--- src/rtl/sbc_pkg.sv ---
package sbc_pkg;

  typedef enum logic [2:0] {
    CYC_IDLE  = 3'd0,
    CYC_DESEL = 3'd1,
    CYC_BEGIN = 3'd2,
    CYC_CONT  = 3'd3,
    CYC_SUSP  = 3'd4
  } cyc_e;

  function automatic logic cyc_moves(cyc_e c);
    return (c == CYC_BEGIN) || (c == CYC_CONT) || (c == CYC_SUSP);
  endfunction

endpackage

--- src/rtl/sbc_decode.sv ---
module sbc_decode #(
  parameter int LANES = 4
) (
  input  logic             en_a_n,
  input  logic             en_b_n,
  input  logic             en_c,
  input  logic             start_rd_n,
  input  logic             start_any_n,
  input  logic             step_n,
  input  logic             wr_all_n,
  input  logic             wr_byte_n,
  input  logic [LANES-1:0] lane_sel_n,
  input  logic             burst_on,
  output sbc_pkg::cyc_e    cyc,
  output logic             is_wr,
  output logic [LANES-1:0] lane_we
);
  import sbc_pkg::*;

  logic             selected;
  logic             host_go;
  logic [LANES-1:0] lane_mask;
  logic             wr_req;

  always_comb begin
    selected = !en_a_n && !en_b_n && en_c;
    host_go  = !start_rd_n && !en_a_n;
    if (!wr_all_n)       lane_mask = '1;
    else if (!wr_byte_n) lane_mask = ~lane_sel_n;
    else                 lane_mask = '0;
    wr_req = |lane_mask;
  end

  always_comb begin
    cyc   = CYC_IDLE;
    is_wr = 1'b0;
    if (host_go) begin
      cyc = selected ? CYC_BEGIN : CYC_DESEL;
    end else if (!start_any_n) begin
      cyc   = selected ? CYC_BEGIN : CYC_DESEL;
      is_wr = selected && wr_req;
    end else if (burst_on) begin
      cyc   = step_n ? CYC_SUSP : CYC_CONT;
      is_wr = wr_req;
    end
    lane_we = is_wr ? lane_mask : '0;
  end

endmodule

--- src/rtl/sbc_addr.sv ---
module sbc_addr #(
  parameter int AW = 6,
  parameter int BB = 2
) (
  input  logic          clk,
  input  logic          rst,
  input  sbc_pkg::cyc_e cyc,
  input  logic          order_sel,
  input  logic [AW-1:0] ext_addr,
  output logic [AW-1:0] eff_addr,
  output logic [AW-1:0] cur_addr
);
  import sbc_pkg::*;

  logic [BB-1:0] base_lo;
  logic [BB-1:0] beat;
  logic [BB-1:0] beat_nx;
  logic [BB-1:0] lo_nx;

  always_comb begin
    beat_nx = beat + 1'b1;
    lo_nx   = order_sel ? (base_lo ^ beat_nx) : (base_lo + beat_nx);
    case (cyc)
      CYC_BEGIN: eff_addr = ext_addr;
      CYC_CONT:  eff_addr = {cur_addr[AW-1:BB], lo_nx};
      default:   eff_addr = cur_addr;
    endcase
  end

  always_ff @(posedge clk) begin
    if (rst) begin
      base_lo  <= '0;
      beat     <= '0;
      cur_addr <= '0;
    end else begin
      if (cyc == CYC_BEGIN) begin
        base_lo <= ext_addr[BB-1:0];
        beat    <= '0;
      end else if (cyc == CYC_CONT) begin
        beat <= beat_nx;
      end
      if (cyc_moves(cyc)) cur_addr <= eff_addr;
    end
  end

  a_r5_suspend_holds: assert property (@(posedge clk) disable iff (rst)
    (cyc == CYC_SUSP) |=> (cur_addr == $past(cur_addr)));
  a_r5_continue_steps: assert property (@(posedge clk) disable iff (rst)
    (cyc == CYC_CONT) |=> (beat == BB'($past(beat) + 1'b1)));
  a_r2_begin_loads: assert property (@(posedge clk) disable iff (rst)
    (cyc == CYC_BEGIN) |=> (cur_addr == $past(ext_addr) && beat == '0));
  a_r6_upper_fixed: assert property (@(posedge clk) disable iff (rst)
    (cyc == CYC_CONT) |=> (cur_addr[AW-1:BB] == $past(cur_addr[AW-1:BB])));

endmodule

--- src/rtl/sbc_array.sv ---
module sbc_array #(
  parameter int AW    = 6,
  parameter int LANES = 4,
  parameter int LW    = 8
) (
  input  logic                clk,
  input  logic [LANES-1:0]    lane_we,
  input  logic [AW-1:0]       waddr,
  input  logic [LANES*LW-1:0] wdata,
  input  logic [AW-1:0]       raddr,
  output logic [LANES*LW-1:0] rdata
);
  localparam int DEPTH = 1 << AW;

  for (genvar g = 0; g < LANES; g++) begin : g_lane
    logic [LW-1:0] store [DEPTH];
    always_ff @(posedge clk) begin
      if (lane_we[g]) store[waddr] <= wdata[g*LW +: LW];
      rdata[g*LW +: LW] <= store[raddr];
    end
  end

endmodule

--- src/rtl/burst_sram_ctrl.sv ---
module burst_sram_ctrl #(
  parameter int AW    = 6,
  parameter int LANES = 4,
  parameter int LW    = 8,
  parameter int BB    = 2
) (
  input  logic                clk,
  input  logic                rst,
  input  logic                en_a_n,
  input  logic                en_b_n,
  input  logic                en_c,
  input  logic                start_rd_n,
  input  logic                start_any_n,
  input  logic                step_n,
  input  logic                wr_all_n,
  input  logic                wr_byte_n,
  input  logic [LANES-1:0]    lane_sel_n,
  input  logic                out_en_n,
  input  logic                order_sel,
  input  logic [AW-1:0]       addr_in,
  input  logic [LANES*LW-1:0] data_in,
  output logic [LANES*LW-1:0] data_out,
  output logic                data_oe
);
  import sbc_pkg::*;

  localparam int DW = LANES * LW;

  cyc_e             cyc;
  logic             is_wr;
  logic [LANES-1:0] lane_we;
  logic [AW-1:0]    eff_addr;
  logic [AW-1:0]    cur_addr;
  logic [DW-1:0]    rd_word;
  logic             burst_on;
  logic             rd_pend;
  logic             rd_valid;

  sbc_decode #(.LANES(LANES)) u_dec (
    .en_a_n(en_a_n), .en_b_n(en_b_n), .en_c(en_c),
    .start_rd_n(start_rd_n), .start_any_n(start_any_n), .step_n(step_n),
    .wr_all_n(wr_all_n), .wr_byte_n(wr_byte_n), .lane_sel_n(lane_sel_n),
    .burst_on(burst_on), .cyc(cyc), .is_wr(is_wr), .lane_we(lane_we)
  );

  sbc_addr #(.AW(AW), .BB(BB)) u_addr (
    .clk(clk), .rst(rst), .cyc(cyc), .order_sel(order_sel),
    .ext_addr(addr_in), .eff_addr(eff_addr), .cur_addr(cur_addr)
  );

  sbc_array #(.AW(AW), .LANES(LANES), .LW(LW)) u_mem (
    .clk(clk), .lane_we(lane_we), .waddr(eff_addr), .wdata(data_in),
    .raddr(cur_addr), .rdata(rd_word)
  );

  always_ff @(posedge clk) begin
    if (rst) begin
      burst_on <= 1'b0;
      rd_pend  <= 1'b0;
      rd_valid <= 1'b0;
    end else begin
      rd_valid <= rd_pend;
      rd_pend  <= cyc_moves(cyc) && !is_wr;
      if (cyc == CYC_BEGIN)      burst_on <= 1'b1;
      else if (cyc == CYC_DESEL) burst_on <= 1'b0;
    end
  end

  always_comb begin
    data_oe  = rd_valid && !out_en_n;
    data_out = data_oe ? rd_word : '0;
  end

  a_r10_drive_needs_enable: assert property (@(posedge clk) disable iff (rst)
    data_oe |-> !out_en_n);
  a_r1_desel_ends_burst: assert property (@(posedge clk) disable iff (rst)
    (cyc == CYC_DESEL) |=> (!burst_on && !rd_pend));
  a_r4_write_not_read: assert property (@(posedge clk) disable iff (rst)
    (is_wr && cyc_moves(cyc)) |=> !rd_pend);
  a_r2_host_reads: assert property (@(posedge clk) disable iff (rst)
    (!start_rd_n && !en_a_n && !en_b_n && en_c) |-> (lane_we == '0));
  a_r11_quiet_after_reset: assert property (@(posedge clk) disable iff (rst)
    $past(rst) |-> (!data_oe && !rd_pend));

endmodule

--- config.mk ---
export PLATFORM = sky130hd
export DESIGN_NAME = burst_sram_ctrl
export DESIGN_NICKNAME = d
export VERILOG_FILES = /design/src/rtl/sbc_pkg.sv /design/src/rtl/sbc_decode.sv /design/src/rtl/sbc_addr.sv /design/src/rtl/sbc_array.sv /design/src/rtl/burst_sram_ctrl.sv
export SDC_FILE = /design/constraint.sdc
export NUM_CORES = 2
export LEC_CHECK = 0
export ABC_AREA = 1
export CAP_MARGIN = 20
export CELL_PAD_IN_SITES_DETAIL_PLACEMENT = 0
export CELL_PAD_IN_SITES_GLOBAL_PLACEMENT = 1
export CORE_MARGIN = 5
export CORE_UTILIZATION = 52
export DETAILED_ROUTE_END_ITERATION = 6
export DONT_BUFFER_PORTS = 1
export PLACE_DENSITY_LB_ADDON = 0.25
export RECOVER_POWER = 50
export SYNTH_ARGS = -nofsm -noshare
export SYNTH_HDL_FRONTEND = slang
export SYNTH_SLANG_ARGS = --single-unit
--- constraint.sdc ---
create_clock -name clk -period 3 [get_ports clk]
set_input_delay 0 -clock clk [delete_from_list [all_inputs] [get_ports clk]]
set_output_delay 0 -clock clk [all_outputs]
set_load 0.01 [all_outputs]
# Word level (Yosys, flattened, before mapping)

Memories as Yosys holds them, arrays and structs flattened. A register that Yosys moved wholly into a read port is not among the register bits.
Cells that the tools add are included.

Multiplexer cells: 24
Equality and inequality tests: 4
Add/subtract/negate cells: 2
Reduce and logical (&&, ||, !) cells: 16
Bitwise operators: 2

Operator list:

| operator            | count |
|---|---|
| $mux 32             | 1 |
| $mux 1              | 13 |
| $mux 3              | 4 |
| $mux 4              | 3 |
| $pmux 6 s2          | 1 |
| $eq 3x2->1 const B  | 2 |
| $logic_and 1x1->1   | 6 |
| $logic_not 1->1     | 5 |
| $mux 2              | 2 |
| $not 4->4           | 1 |
| $reduce_or 4->1     | 1 |
| $eq 3x1->1 const B  | 1 |
| $eq 3x3->1 const B  | 1 |
| $add 2x1->2 const B | 1 |
| $add 2x2->2         | 1 |
| $logic_or 1x1->1    | 2 |
| $reduce_bool 2->1   | 1 |
| $reduce_or 2->1     | 1 |
| $xor 2x2->2         | 1 |

Bits in registers: 13
Memories kept: 4
Input port bits: 54
RAM bits: 2048
Output and inout bits: 33

Memories:

| memory                | words | width | rd ports | clocked after memory_dff | write ports | RTL line        | text |
|---|---|---|---|---|---|---|---|
| u_mem.g_lane[0].store | 64    | 8     | 1        | 1                        | 1           | sbc_array.sv:16 | `logic [LW-1:0] store [DEPTH];` |
| u_mem.g_lane[1].store | 64    | 8     | 1        | 1                        | 1           | sbc_array.sv:16 |  |
| u_mem.g_lane[2].store | 64    | 8     | 1        | 1                        | 1           | sbc_array.sv:16 |  |
| u_mem.g_lane[3].store | 64    | 8     | 1        | 1                        | 1           | sbc_array.sv:16 |  |

# Depth between registers and ports, before layout

Word-level depth: 10
Depth in mapped cells: 13

# Cells and area by module

A second synthesis with hierarchy kept.

Cell total of the unflattened synthesis: 7269
Area total of the unflattened synthesis: 85072.8 µm²

By module, submodules not included:

| module          | area an instance (µm²) | cells an instance | seq. area each (µm²) | times used |
|---|---|---|---|---|
| sbc_array       | 83779.1                | 7061              | 62139.6              | 1 |
| burst_sram_ctrl | 620.6                  | 91                | 60.1                 | 1 |
| sbc_addr        | 539.3                  | 84                | 200.2                | 1 |
| sbc_decode      | 133.9                  | 33                | 0.0                  | 1 |

# Worst setup path before layout

No wires, ideal clock.

Path kind: reg-to-reg
Start point: reg u_addr.beat[0]
End point: mem u_mem.g_lane[1].store[46][0], enable pin
Cell stages (with the launch flop): 9
Data arrival time: 1.971 ns
Clock period less this slack: 2.354 ns
Setup time: 0.383 ns
Slack: 0.646 ns
Required time: 2.617 ns
Cells stage by stage: dfxtp_1 > inv_1 > ha_1 > nand2_1 > nand2_1 > nor2_4 > nand3_1 > buf_2 > nor3_1

Word-level cells in the longest chain between the ends: 4
Elaborated cells on any way between the ends: 5

RTL lines:

| element                                           | RTL line        | text |
|---|---|---|
| from (decl)                                       | sbc_addr.sv:16  | `logic [BB-1:0] beat;` |
| from (signal assigned)                            | sbc_addr.sv:40  | `beat <= beat_nx;` |
| $add 2x1->2 *                                     | sbc_addr.sv:21  | `beat_nx = beat + 1'b1;` |
| named net u_addr.beat_nx[0]                       | sbc_addr.sv:17  | `logic [BB-1:0] beat_nx;` |
| $add 2x2->2 / $xor 2x2->2 (equally long branches) | sbc_addr.sv:22  | `lo_nx = order_sel ? (base_lo ^ beat_nx) : (base_lo + beat_nx);` |
| $mux 2 *                                          | sbc_addr.sv:22  |  |
| $pmux 6 s2 *                                      | sbc_addr.sv:23  | `case (cyc)` |
| to (decl)                                         | sbc_array.sv:16 |  |

The timed path passes the listed nets; every way through them passes the cells marked *.

# Worst setup path in the final report

Start point: reg u_addr.beat[0]
End point: mem u_mem.g_lane[0].store[2][0], enable pin

Word-level cells in the longest chain between the ends: 4
Elaborated cells on any way between the ends: 5

RTL lines:

| element                                           | RTL line |
|---|---|
| $add 2x1->2 *                                     | sbc_addr.sv:21 |
| named net u_addr.beat_nx[0]                       | sbc_addr.sv:17 |
| $add 2x2->2 / $xor 2x2->2 (equally long branches) | sbc_addr.sv:22 |
| $mux 2 *                                          | sbc_addr.sv:22 |
| $pmux 6 s2 *                                      | sbc_addr.sv:23 |
| to (decl)                                         | sbc_array.sv:16 |

Marks and branches as above.

==> metrics <==
critical path's slowest cell=nor3_1; num ports=87; WL final=236 mm; Residual DRC=1; post-synthesis compound-gate area fraction=0.00119; Num CTS Buffers=209; Yosys warning total=0; max incr delay on CP=760 ps; first-pass GRT wire length=353 mm; Final period util=0.942; Synth Area in XOR/XNOR=0; fraction of layout cells with a size suffix above 1=0.105; share of the synthesized area in the top cell type=0.720; clk slew on worst S/H paths=60 ps; Via Count=56,100; Min-Delay Path Class=in2reg; fraction of registers with async set or reset after synthesis=0; area of the multi-input gates=20,700 um^2; outcome=finished, violations left; routed length per placed instance=24.6 um; Reg-to-Reg Start=u_addr.beat[0]$_SDFFE_PP0N_; Syn Inst Count=7,213; stages on the worst setup path=10; Std-Cell Core Area=163,000 um^2; initial core utilization=0.524; post-route minimum period=2830 ps; Worst-Margin Slew=1920 ps; Top FF cell, synth=edfxtp_1; placed wire-length estimate=134 mm; Yosys reg bits=2,093; Clock Skew=25.2 ps; Synth area leaders=edfxtp_1 (72%), nand3_1 (11%), nand2_1 (10%), nor3_2 (1.5%), clkbuf_1 (1.3%); Hold Crit Depth=5; top-count cell post-synth=nand2_1; adder-cell area share of the yosys netlist=0.000146; post-synthesis mux area share=0; synthesized cell area=85,400 um^2; CTS root buffer=clkbuf_16; Post-Synth Simple-Gate Area=0.239; Final Net Count=7,320; Worst EP arrival=3260 ps; failing checks=design-rule violations, max-capacitance violations, max-slew violations; worst hold endpoint=u_mem.g_lane[0].store[43][3]$_DFFE_PP_; FP Rows=148; CP max FO=8; Final Util=0.592; largest net degree at the start of global routing=132; CTS max path bufs=3; min-delay src=lane_sel_n[0]; Setup TNS Final=0 ps; Die Area=172,000 um^2; post-route ant nets=0; clk sink count=2,093; Synth Net Count=7,268; final setup violating endpoints=0; FMAX=0.354 GHz; Congestion Overflow GR=0; Non-Filler Instances=9,620; MaxCap Viol Count=32; Clk Latency, worst-skew pair=830 ps; via-per-instance ratio=5.83; Yosys cell types=27; maximum VDD drop=0.581 mV; Worst Reg-to-Reg Cells=10; CP delay by family, top=simple AND/OR/NAND/NOR gates; Reg2Reg Setup Slack=170 ps; CP cell instances=inv_1, ha_1, nand2_1, nand2_1, nand3_1, nand3_1, nand3_2, nand3_4, buf_4, nor3_1; most frequent cells after synthesis=nand2_1 (2,293), edfxtp_1 (2,048), nand3_1 (1,903), clkbuf_1 (305), buf_2 (141); vias in the first global route=55,100; filler cell count=13,100; Cell Pwr Density=632 nW/um^2; RSZ-0062 raised after global routing=true; Final Hold Vio Count=0; CTS tree=built; initial antenna violation count=8; Die X=415 um; Leakage=33.6 nW; H-tree levels=4; Port Buf Inserts=0; Startpoint Class=flop; largest family of logic cells by synthesized area=simple AND/OR/NAND/NOR gates; WP data required=3430 ps; Die H=415 um; routability cong.=0.847; post-synthesis sequential area ratio=0.731; Avg Cell Area, Syn=11.8 um^2; Setup CP Type=reg2reg; Post-synth EDFFs=2,048; synthesis-to-layout area growth=12.9%; DRT iter0 DRCs=6,002; worst path bufs/invs=2; Synth area leader=edfxtp_1; Slew Viols, Final=2,081; Tot GR Track Use=0.270; Slew Limit Headroom=-0.277; Placed Cells=9,116; CP Capture Type=flop; Reg-to-Reg End=u_mem.g_lane[0].store[2][0]$_DFFE_PP_; Detailed Routing Iterations Pass 1=7; FF/Latch Area=62,400 um^2
registers in the layout, summed over array words and instances (netlist names):
register            count
u_mem.g_lane.store   2048
burst_on                1
u_addr.cur_addr         6
u_mem.rdata            32
u_addr.base_lo          2
rd_valid                1
rd_pend                 1
u_addr.beat             2
metal layers:
metal  share of wire  track usage
met1            0.41        0.377
met2            0.49        0.448
met3           0.070       0.0361
met4           0.031       0.0809
met5         0.00011            0
per-stage QoR:
stage	worst slack (ps)	hold WS (ps)	area, um^2	power, mW
floorplan	646	54.7	85400	34.1
global placement	-285	67.9	88700	35.0
detailed placement	-230	67.2	88700	35.0
CTS	75.8	13.9	97000	61.3
global route	-2.41	29.4	96400	62.7
finish	174	54.6	96400	61.0
cell families after synthesis:
family,Yosys count
AOI/OAI and AO/OA,14
adders and majority gates,1
and+or+nand+nor,4520
DFF,2093
buffers and inverters,585
report_power, final:
group | switching [mW] | leakage (nW) | internal, mW | total, mW
Combinational | 2.15 | 11.5 | 0.632 | 2.78
Sequential | 0.0860 | 18.8 | 32.2 | 32.3
Clock | 10.9 | 3.31 | 15.0 | 25.9
Total | 13.1 | 33.6 | 47.9 | 61.0
worst register-to-register path: cells and delay by family, from the launching register on:
| family | cells | cell delay, ps |
|---|---|---|
| fa+ha+maj | 1 | 220 |
| simple gates | 7 | 1540 |
| buf+inv | 2 | 320 |
| flops | 1 | 360 |
layout by cell type (no fill, tap or decap), types with 5 or more instances in the layout:
cell           instances
nor3_1               123
buf_2                 12
o21ai_0                6
nand3_1             1898
dfxtp_4                5
nand2_1             2290
clkinv_1              47
nand3_2               11
inv_2                  9
clkinv_2              44
clkbuf_2              33
buf_4                186
clkbuf_1              46
inv_6                  5
bufinv_16             22
edfxtp_1            2048
dlygate4sd3_1         60
clkinvlp_4             6
inv_1                 49
nor3_2               131
clkbuf_16            217
buf_12                63
nand3_4                8
dfxtp_1               39
clkbuf_4               8
nor2_1                47
worst max-delay path by stage:
stage | startpoint | endpoint
2_1_floorplan | u_addr.beat[0]$_SDFFE_PP0N_ | u_mem.g_lane[1].store[46][0]$_DFFE_PP_
5_1_grt | burst_on$_SDFFE_PP0P_ | u_mem.g_lane[1].store[44][7]$_DFFE_PP_
4_1_cts | burst_on$_SDFFE_PP0P_ | u_mem.g_lane[3].store[57][6]$_DFFE_PP_
6_report | u_addr.beat[0]$_SDFFE_PP0N_ | u_mem.g_lane[0].store[2][0]$_DFFE_PP_
3_3_place_gp | u_addr.beat[0]$_SDFFE_PP0N_ | u_mem.g_lane[3].store[61][3]$_DFFE_PP_
3_5_place_dp | burst_on$_SDFFE_PP0P_ | u_mem.g_lane[3].store[58][1]$_DFFE_PP_
final cells by class:
class,instances,area share
Antenna cell,4,0.000104
Clock buffer,263,0.0582
Clock inverter,124,0.0119
Inverter,62,0.00270
Multi-Input combinational cell,4535,0.215
Sequential cell,2093,0.647
Tap cell,2175,0.0282
Timing Repair Buffer,364,0.0369
what timing repair did:
action	4_1_cts	5_1_grt
hold buffers	92	0
buffers inserted	0	0
hold endpoints to repair	2232	0
endpoints found under the setup margin	120	30
gates resized for setup	6	5
pin swaps	0	0
(Power assumes the default switching activity.)
